**src/rtl/slv_addr_match_pkg.sv**
```systemverilog
package slv_addr_match_pkg;
  localparam int unsigned BYTE_W = 8;

  typedef struct packed {
    logic hit;
    logic gcall;
  } verdict_t;

  typedef enum logic [1:0] {
    EV_NONE  = 2'd0,
    EV_CLEAR = 2'd1,
    EV_ADDR  = 2'd2,
    EV_FREE  = 2'd3
  } event_e;
endpackage

```
**src/rtl/am_compare.sv**
```systemverilog
module am_compare
  import slv_addr_match_pkg::*;
#(
  parameter int unsigned W = BYTE_W
) (
  input  logic [W-1:0] rx_byte,
  input  logic [W-1:0] own,
  input  logic         ten_bit,
  output verdict_t     verdict
);
  localparam int unsigned AW = W - 1;

  logic [W-1:0] diff;
  logic         addr_eq7;
  logic         full_eq;
  logic         all_zero;

  genvar gi;
  generate
    for (gi = 0; gi < W; gi++) begin : g_bit
      assign diff[gi] = rx_byte[gi] ^ own[gi];
    end
  endgenerate

  always_comb begin
    addr_eq7 = (diff[W-1:W-AW] == '0);
    full_eq  = (diff == '0);
    all_zero = (rx_byte == '0);
    if (ten_bit) begin
      verdict.hit   = full_eq;
      verdict.gcall = 1'b0;
    end else begin
      verdict.hit   = addr_eq7 | all_zero;
      verdict.gcall = all_zero;
    end
  end
endmodule

```
**src/rtl/am_flags.sv**
```systemverilog
module am_flags
  import slv_addr_match_pkg::*;
(
  input  logic     clk,
  input  logic     rst_n,
  input  event_e   ev,
  input  verdict_t verdict,
  output logic     hit_q,
  output logic     gcall_q
);
  always_ff @(posedge clk or negedge rst_n) begin
    if (!rst_n) begin
      hit_q   <= 1'b0;
      gcall_q <= 1'b0;
    end else begin
      unique case (ev)
        EV_CLEAR: begin
          hit_q   <= 1'b0;
          gcall_q <= 1'b0;
        end
        EV_ADDR: begin
          hit_q   <= verdict.hit;
          gcall_q <= gcall_q | verdict.gcall;
        end
        default: ;
      endcase
    end
  end
endmodule

```
**src/rtl/am_irq.sv**
```systemverilog
module am_irq
  import slv_addr_match_pkg::*;
(
  input  logic     clk,
  input  logic     rst_n,
  input  event_e   ev,
  input  verdict_t verdict,
  output logic     irq_q
);
  always_ff @(posedge clk or negedge rst_n) begin
    if (!rst_n) irq_q <= 1'b0;
    else begin
      unique case (ev)
        EV_FREE: irq_q <= 1'b1;
        EV_ADDR: irq_q <= verdict.hit;
        default: irq_q <= 1'b0;
      endcase
    end
  end
endmodule

```
**src/rtl/slv_addr_match.sv**
```systemverilog
module slv_addr_match
  import slv_addr_match_pkg::*;
(
  input  logic              clk,
  input  logic              rst_n,
  input  logic              byte_valid,
  output logic              byte_ready,
  input  logic [BYTE_W-1:0] byte_data,
  input  logic              byte_first,
  input  logic              fmt_ten,
  input  logic              free_data,
  input  logic              start_seen,
  input  logic              stop_seen,
  input  logic [BYTE_W-1:0] own_addr,
  output logic              addr_hit,
  output logic              gcall_hit,
  output logic              irq_pulse
);
  verdict_t verdict;
  event_e   ev;
  logic     take;

  assign byte_ready = rst_n;
  assign take       = byte_valid & byte_ready;

  always_comb begin
    if (start_seen | stop_seen)      ev = EV_CLEAR;
    else if (take & free_data)       ev = EV_FREE;
    else if (take & byte_first)      ev = EV_ADDR;
    else                             ev = EV_NONE;
  end

  am_compare #(.W(BYTE_W)) u_cmp (
    .rx_byte (byte_data),
    .own     (own_addr),
    .ten_bit (fmt_ten),
    .verdict (verdict)
  );

  am_flags u_flags (
    .clk     (clk),
    .rst_n   (rst_n),
    .ev      (ev),
    .verdict (verdict),
    .hit_q   (addr_hit),
    .gcall_q (gcall_hit)
  );

  am_irq u_irq (
    .clk     (clk),
    .rst_n   (rst_n),
    .ev      (ev),
    .verdict (verdict),
    .irq_q   (irq_pulse)
  );
endmodule

```
**config.mk**
```make
export PLATFORM = sky130hd
export DESIGN_NAME = slv_addr_match
export DESIGN_NICKNAME = d
export VERILOG_FILES = /design/src/rtl/slv_addr_match_pkg.sv /design/src/rtl/am_compare.sv /design/src/rtl/am_flags.sv /design/src/rtl/am_irq.sv /design/src/rtl/slv_addr_match.sv
export SDC_FILE = /design/constraint.sdc
export NUM_CORES = 1
export LEC_CHECK = 0
export ABC_AREA = 1
export BUFFER_PORTS_ARGS = -buffer_cell sky130_fd_sc_hd__buf_2
export CORE_AREA = 2 2 39 41
export CTS_BUF_LIST = sky130_fd_sc_hd__clkbuf_4 sky130_fd_sc_hd__clkbuf_8
export CTS_CLUSTER_DIAMETER = 50
export DETAILED_ROUTE_END_ITERATION = 10
export DIE_AREA = 0 0 41 43
export PLACE_DENSITY = 0.65
export SYNTH_ARGS = -nofsm -noshare
export SYNTH_HDL_FRONTEND = slang
export SYNTH_SLANG_ARGS = --single-unit
```
**constraint.sdc**
```tcl
create_clock -name clk -period 2.6 [get_ports clk]
set_clock_uncertainty 0.2 [all_clocks]
set_input_delay 0.26 -clock clk [delete_from_list [all_inputs] [get_ports clk]]
set_output_delay 0.26 -clock clk [all_outputs]
set_load 0.02 [all_outputs]
```
==> results of run 1 <==
## Yosys cell counts
cell type	n	area, µm²
nand2_1	26	97.6
nor2_1	8	30.0
buf_4	1	7.51
o21ai_0	5	25.0
o21bai_2	1	11.3
ha_1	1	12.5
a21oi_1	1	5.00
inv_1	17	63.8
nand3_1	5	25.0
xnor2_1	1	8.76
dfrtp_1	3	75.1
## metrics by stage
stage | hold slack [ns] | worst slack, ns | util [%] | cells
final | 0.104 | 0.813 | 39.7 | 116
after global routing | 0.135 | 0.689 | 39.7 | 116
after CTS | 0.101 | 0.822 | 39.7 | 116
after detailed placement | -0.124 | 1.11 | 36.8 | 111
after global placement | -0.128 | 1.12 | 36.8 | 111
after floorplan | -0.236 | 1.35 | - | 69
## how the worst max path moves through the flow
stage                     depth (start not counted)       from         endpoint  slack, ns
after global routing                             10      rst_n      u_irq.irq_q       0.69
final                                             7      rst_n  u_flags.gcall_q       0.81
after global placement                            6  stop_seen  u_flags.gcall_q       1.12
after CTS                                         7      rst_n  u_flags.gcall_q       0.82
after detailed placement                          6      rst_n  u_flags.gcall_q       1.11
after floorplan                                   6  stop_seen  u_flags.gcall_q       1.35
## worst max-delay path, delay by kind of cell
family,cells,cell delay [ns]
and+or+nand+nor,2,0.20
adders and majority gates,1,0.33
AOI/OAI and AO/OA,1,0.21
buffers and inverters,3,0.74
## cells by family after synthesis
family | share of synthesized area [%]
AND/OR/NAND/NOR | 42.2
buffers and inverters | 19.7
AO/OA/AOI/OAI | 11.4
flip-flops | 20.8
XOR/XNOR | 2.42
adder cells (fa/ha/maj) | 3.46
## state kept, by name, summed over array words and instances (netlist names)
signal           count
u_flags.gcall_q      1
u_flags.hit_q        1
u_irq.irq_q          1
## cells in the final DEF (no fill, tap or decap)
cell           Yosys  layout
buf_2              0      27
nand2_1           26      26
inv_1             17      17
nor2_1             8       8
nand3_1            5       5
o21ai_0            5       5
clkbuf_4           0       4
dfrtp_1            3       3
xnor2_1            1       1
o21bai_2           1       1
a21oi_1            1       1
ha_1               1       1
dlygate4sd3_1      0       1
## final cells by class
cell class	count	share of cell area, %
tap	16	3.64
clock buffer	4	5.47
timing repair buffer	28	26.4
inverter	17	11.6
multi-input combinational	48	39.2
sequential	3	13.7
## power groups by stage
stage                     combinational, mW  clock, mW  sequential, mW
after floorplan                      0.0236          0          0.0482
after global placement               0.0474          0          0.0479
after detailed placement             0.0483          0          0.0478
after CTS                            0.0497     0.0981          0.0472
after global routing                 0.0577      0.103          0.0472
final                                0.0493     0.0944          0.0472
## routing by layer
layer	vias to the layer above	wire length (µm)	track usage, %
met3	2	62	3.14
met2	16	397	19.1
met5	-	0	0
met4	0	14	4.00
met1	189	338	11.0
li1	263	-	-
==> results.py, run 1 <==
metrics = {
    "power": {
        "swShare_pct": 26.9,
        "intPower_mw": 0.140,
        "p_leak_nw": 0.382,
        "ir_drop_uv": 297,
        "total_power_mw": 0.191,
        "seqPwrFrac_pct": 24.7,
        "powerDensity_nw_per_um2": 348,
        "clock_power_share_pct": 49.5,
        "power.switching_mw": 0.0514,
        "pwr-share-comb_pct": 25.8,
    },
    "critical_path": {
        "rr_worst_depth": 2,
        "cp_max_fo": 6,
        "r2r_setup_slack_ns": 1.61,
        "max_stage_delay_ns": 0.53,
        "crit_path_end_kind": "flop",
        "timing.rr.end": "u_flags.gcall_q",
        "cp_slowest_cell": "dlygate4sd3_1",
        "arrival_ns": 1.73,
        "cp_cell_sequence": "dlygate4sd3_1 > buf_2 > nand3_1 > nand2_1 > inv_1 > ha_1 > o21ai_0",
        "startpoint_type": "primary input",
        "cp_data_required_time_ns": 2.54,
        "worstSetupPathType": "primary input to flop",
        "r2r_start": "u_flags.gcall_q",
    },
    "sta": {
        "rsz0062_at_grt": "no",
        "finalCritPeriodShare_pct": 68.7,
        "setup_viol": 0,
        "worstMarginPinSlew_ns": 0.177,
        "hold_viol": 0,
        "fin_tns_setup_ns": 0,
        "slew_headroom_pct": 88.1,
        "min_period_ns": 1.79,
        "drv_slew": 0,
        "max_freq_mhz": 559,
    },
    "cells_and_area": {
        "diodes": 0,
        "nFillCells": 166,
        "drive_gt1_share_pct": 32.0,
        "multi_input_area_um2": 215,
        "final-seq-area_um2": 75.1,
        "fin_area_um2": 549,
        "fin_nets": 126,
        "layout-area-overhead-vs-synth_pct": 51.9,
    },
    "die": {
        "chipHeight_um": 43,
        "die_x_um": 41,
        "rows": 14,
        "start_util_pct": 26.1,
        "pin_count": 28,
        "core_area_um2": 1380,
        "die-area_um2": 1760,
    },
    "synth": {
        "synth-seq-cells": 3,
        "synth_cells": 69,
        "synth.distinct_cells": 11,
        "mappedNetlistArea_um2": 362,
        "synthesis.nets": 94,
        "ys_seq_area_share_pct": 20.8,
        "yosysWarnings": 0,
        "avgSynthCellArea_um2": 5.24,
    },
    "drt": {
        "wl_per_cell_um": 7.01,
        "via_per_inst": 4.05,
        "wirelength_um": 813,
        "dr.pass1.iters": 3,
        "num_vias": 470,
        "drc": 0,
        "drt_iter0_drc": 4,
        "detail-route-antenna-nets": 0,
    },
    "global_routing": {
        "antenna_found_initial": 0,
        "grt_usage_pct": 10.8,
        "grt_pass1_wl_mm": 1.34,
        "grt_start_max_net_pins": 7,
        "grt_pass1_vias": 411,
        "gr-total-overflow": 0,
    },
    "place": {
        "place_area_um2": 509,
        "gp_congestion": 0.711,
        "post-dp-hpwl_um": 692,
        "place.port_buffers": 27,
    },
    "min_path": {
        "min_to": "u_irq.irq_q",
        "hold_depth": 4,
        "hold_class": "primary input to flop",
        "min_from": "start_seen",
    },
    "clocking": {
        "cts_tree": "yes",
        "clkLatencyLatePin_ns": 0.24,
        "cts_max_level": 1,
        "cts_setup_buffers": 0,
        "cts_sinks": 3,
        "cts-root-buf": "clkbuf_4",
        "postCtsHoldBufs": 1,
        "clkSlewWorstSetupHoldPaths_ns": 0.04,
        "cts-resized-gates": 0,
        "cts_made_buffers": 3,
        "clockBufferDepth": 2,
    },
    "run_status": {
        "status": "completed",
    },
    "run": {
        "max-cap-violations": 0,
    },
}
(Power assumes the default switching activity.)
==> run 2: changes to the inputs <==
Settings changed: PLACE_DENSITY 0.65 to 0.67.
Clock period 2.6 ns to 1.4 ns, I/O delays scaled along.
==> run 2 against run 1 <==
Core utilization grew 0.54 points. Sequential cell count is the same. Hold slack lost 0.088 ns. Sequential power grew 86%. Critical path type is now flop to primary output. Largest cell class unchanged.
==> results.py, run 2 (synthesis gave the netlist of run 1 again) <==
metrics = {
    "place": {
        "place.port_buffers": 27,
        "place_area_um2": 517,
        "post-dp-hpwl_um": 786,
        "gp_congestion": 0.640,
    },
    "drt": {
        "dr.pass1.iters": 4,
        "wirelength_um": 885,
        "drc": 0,
        "drt_iter0_drc": 6,
        "num_vias": 497,
        "detail-route-antenna-nets": 0,
        "wl_per_cell_um": 7.56,
        "via_per_inst": 4.25,
    },
    "min_path": {
        "hold_class": "primary input to flop",
    },
    "power": {
        "total_power_mw": 0.353,
        "powerDensity_nw_per_um2": 634,
        "swShare_pct": 26.2,
        "ir_drop_uv": 462,
        "intPower_mw": 0.261,
        "seqPwrFrac_pct": 24.9,
        "power.switching_mw": 0.0926,
        "clock_power_share_pct": 48.5,
        "pwr-share-comb_pct": 26.6,
        "p_leak_nw": 0.387,
    },
    "sta": {
        "slew_headroom_pct": 88.8,
        "finalCritPeriodShare_pct": 80.3,
        "drv_slew": 0,
        "fin_tns_setup_ns": 0,
        "setup_viol": 0,
        "rsz0062_at_grt": "no",
        "min_period_ns": 1.12,
        "hold_viol": 0,
        "worstMarginPinSlew_ns": 0.166,
        "max_freq_mhz": 890,
    },
    "critical_path": {
        "arrival_ns": 0.78,
        "cp_cell_sequence": "buf_2",
        "worstSetupPathType": "flop to primary output",
        "max_stage_delay_ns": 0.39,
        "critical_path.top_delay_family": "flip-flops",
        "r2r_setup_slack_ns": 0.45,
        "startpoint_type": "flop",
        "cp_max_fo": 3,
        "path_buf_inv": 1,
        "cp_data_required_time_ns": 1.06,
        "cp_slowest_cell": "dfrtp_1",
        "crit_path_end_kind": "primary output",
    },
    "clocking": {
        "cts_sinks": 3,
        "cts-root-buf": "clkbuf_4",
        "cts_made_buffers": 3,
        "cts_tree": "yes",
        "clockBufferDepth": 2,
        "clkLatencyLatePin_ns": 0.23,
        "clkSlewWorstSetupHoldPaths_ns": 0.04,
        "cts-resized-gates": 0,
        "cts_max_level": 1,
        "cts_setup_buffers": 0,
    },
    "run_status": {
        "status": "completed",
    },
    "global_routing": {
        "grt_start_max_net_pins": 5,
        "gr-total-overflow": 0,
        "grt_usage_pct": 12.3,
        "antenna_found_initial": 0,
        "grt_pass1_wl_mm": 1.38,
        "grt_pass1_vias": 422,
    },
    "cells_and_area": {
        "diodes": 0,
        "fin_nets": 127,
        "multi_input_area_um2": 215,
        "drive_gt1_share_pct": 32.7,
        "layout_commonest_cell": "buf_2",
        "fin_area_um2": 557,
        "nFillCells": 160,
        "final-seq-area_um2": 75.1,
        "layout-area-overhead-vs-synth_pct": 54.0,
        "final_cell_mix": "buf_2 (27), nand2_1 (26), inv_1 (17)",
        "reg_top3": "u_flags.gcall_q x1, u_flags.hit_q x1, u_irq.irq_q x1",
    },
    "die": {
        "chipHeight_um": 43,
        "core_area_um2": 1380,
        "start_util_pct": 26.1,
        "die_x_um": 41,
        "rows": 14,
        "pin_count": 28,
        "die-area_um2": 1760,
    },
    "run": {
        "max-cap-violations": 0,
    },
}
-- run 2: changes by cell type in the layout (fill, tap and decap cells not counted), sizes merged --
cell  delta
buf      +1
-- run 2: final cells by class --
| type | instances | share of cell area [%] |
|---|---|---|
| Inverter | 17 | 11.5 |
| Timing Repair Buffer | 29 | 27.4 |
| Tap cell | 16 | 3.60 |
| Sequential cell | 3 | 13.5 |
| Multi-Input combinational cell | 48 | 38.7 |
| Clock buffer | 4 | 5.39 |
-- run 2: stage by stage --
stage          instances  utilization, %  worst slack (ns)  hold WS, ns
6_report             117            40.2             0.276       0.0153
5_1_grt              117            40.2             0.157       0.0594
4_1_cts              117            40.2             0.274       0.0235
3_5_place_dp         112            37.3            0.0702       -0.142
3_3_place_gp         112            37.3             0.131       -0.151
2_1_floorplan         69               -             0.269       -0.356
-- run 2: layer usage --
metal / routed length [µm] / up-vias / share of wire [%] / global-route usage [%]
met4: 38 / 0 / 4.3 / 12.7
met5: 0 / - / 0 / 0
met2: 424 / 25 / 48 / 21.3
li1: - / 268 / - / -
met3: 84 / 4 / 9.5 / 3.14
met1: 338 / 200 / 38 / 9.35
-- run 2: worst paths after layout --
check	start	end	cells past startpoint
worst min-delay path	start_seen	u_irq.irq_q	4
worst max-delay path	u_flags.gcall_q	gcall_hit	1
worst max register to register	u_flags.gcall_q	u_flags.gcall_q	2
min in group asynchronous	rst_n	u_irq.irq_q	3
max in group asynchronous	rst_n	u_flags.gcall_q	3
worst min register to register	u_flags.hit_q	u_flags.hit_q	2
-- run 2: repair_timing --
item,CTS,global route
endpoints found under the hold margin,3,0
hold buffers,1,0
setup endpoints to repair,0,0
-- run 2: power by group through the flow --
stage | Sequential [mW] | Clock [mW] | Combinational [mW]
final | 0.0879 | 0.171 | 0.0941
after global routing | 0.0879 | 0.179 | 0.110
after CTS | 0.0879 | 0.173 | 0.0954
after detailed placement | 0.0890 | 0 | 0.0930
after global placement | 0.0889 | 0 | 0.0901
after floorplan | 0.0895 | 0 | 0.0439
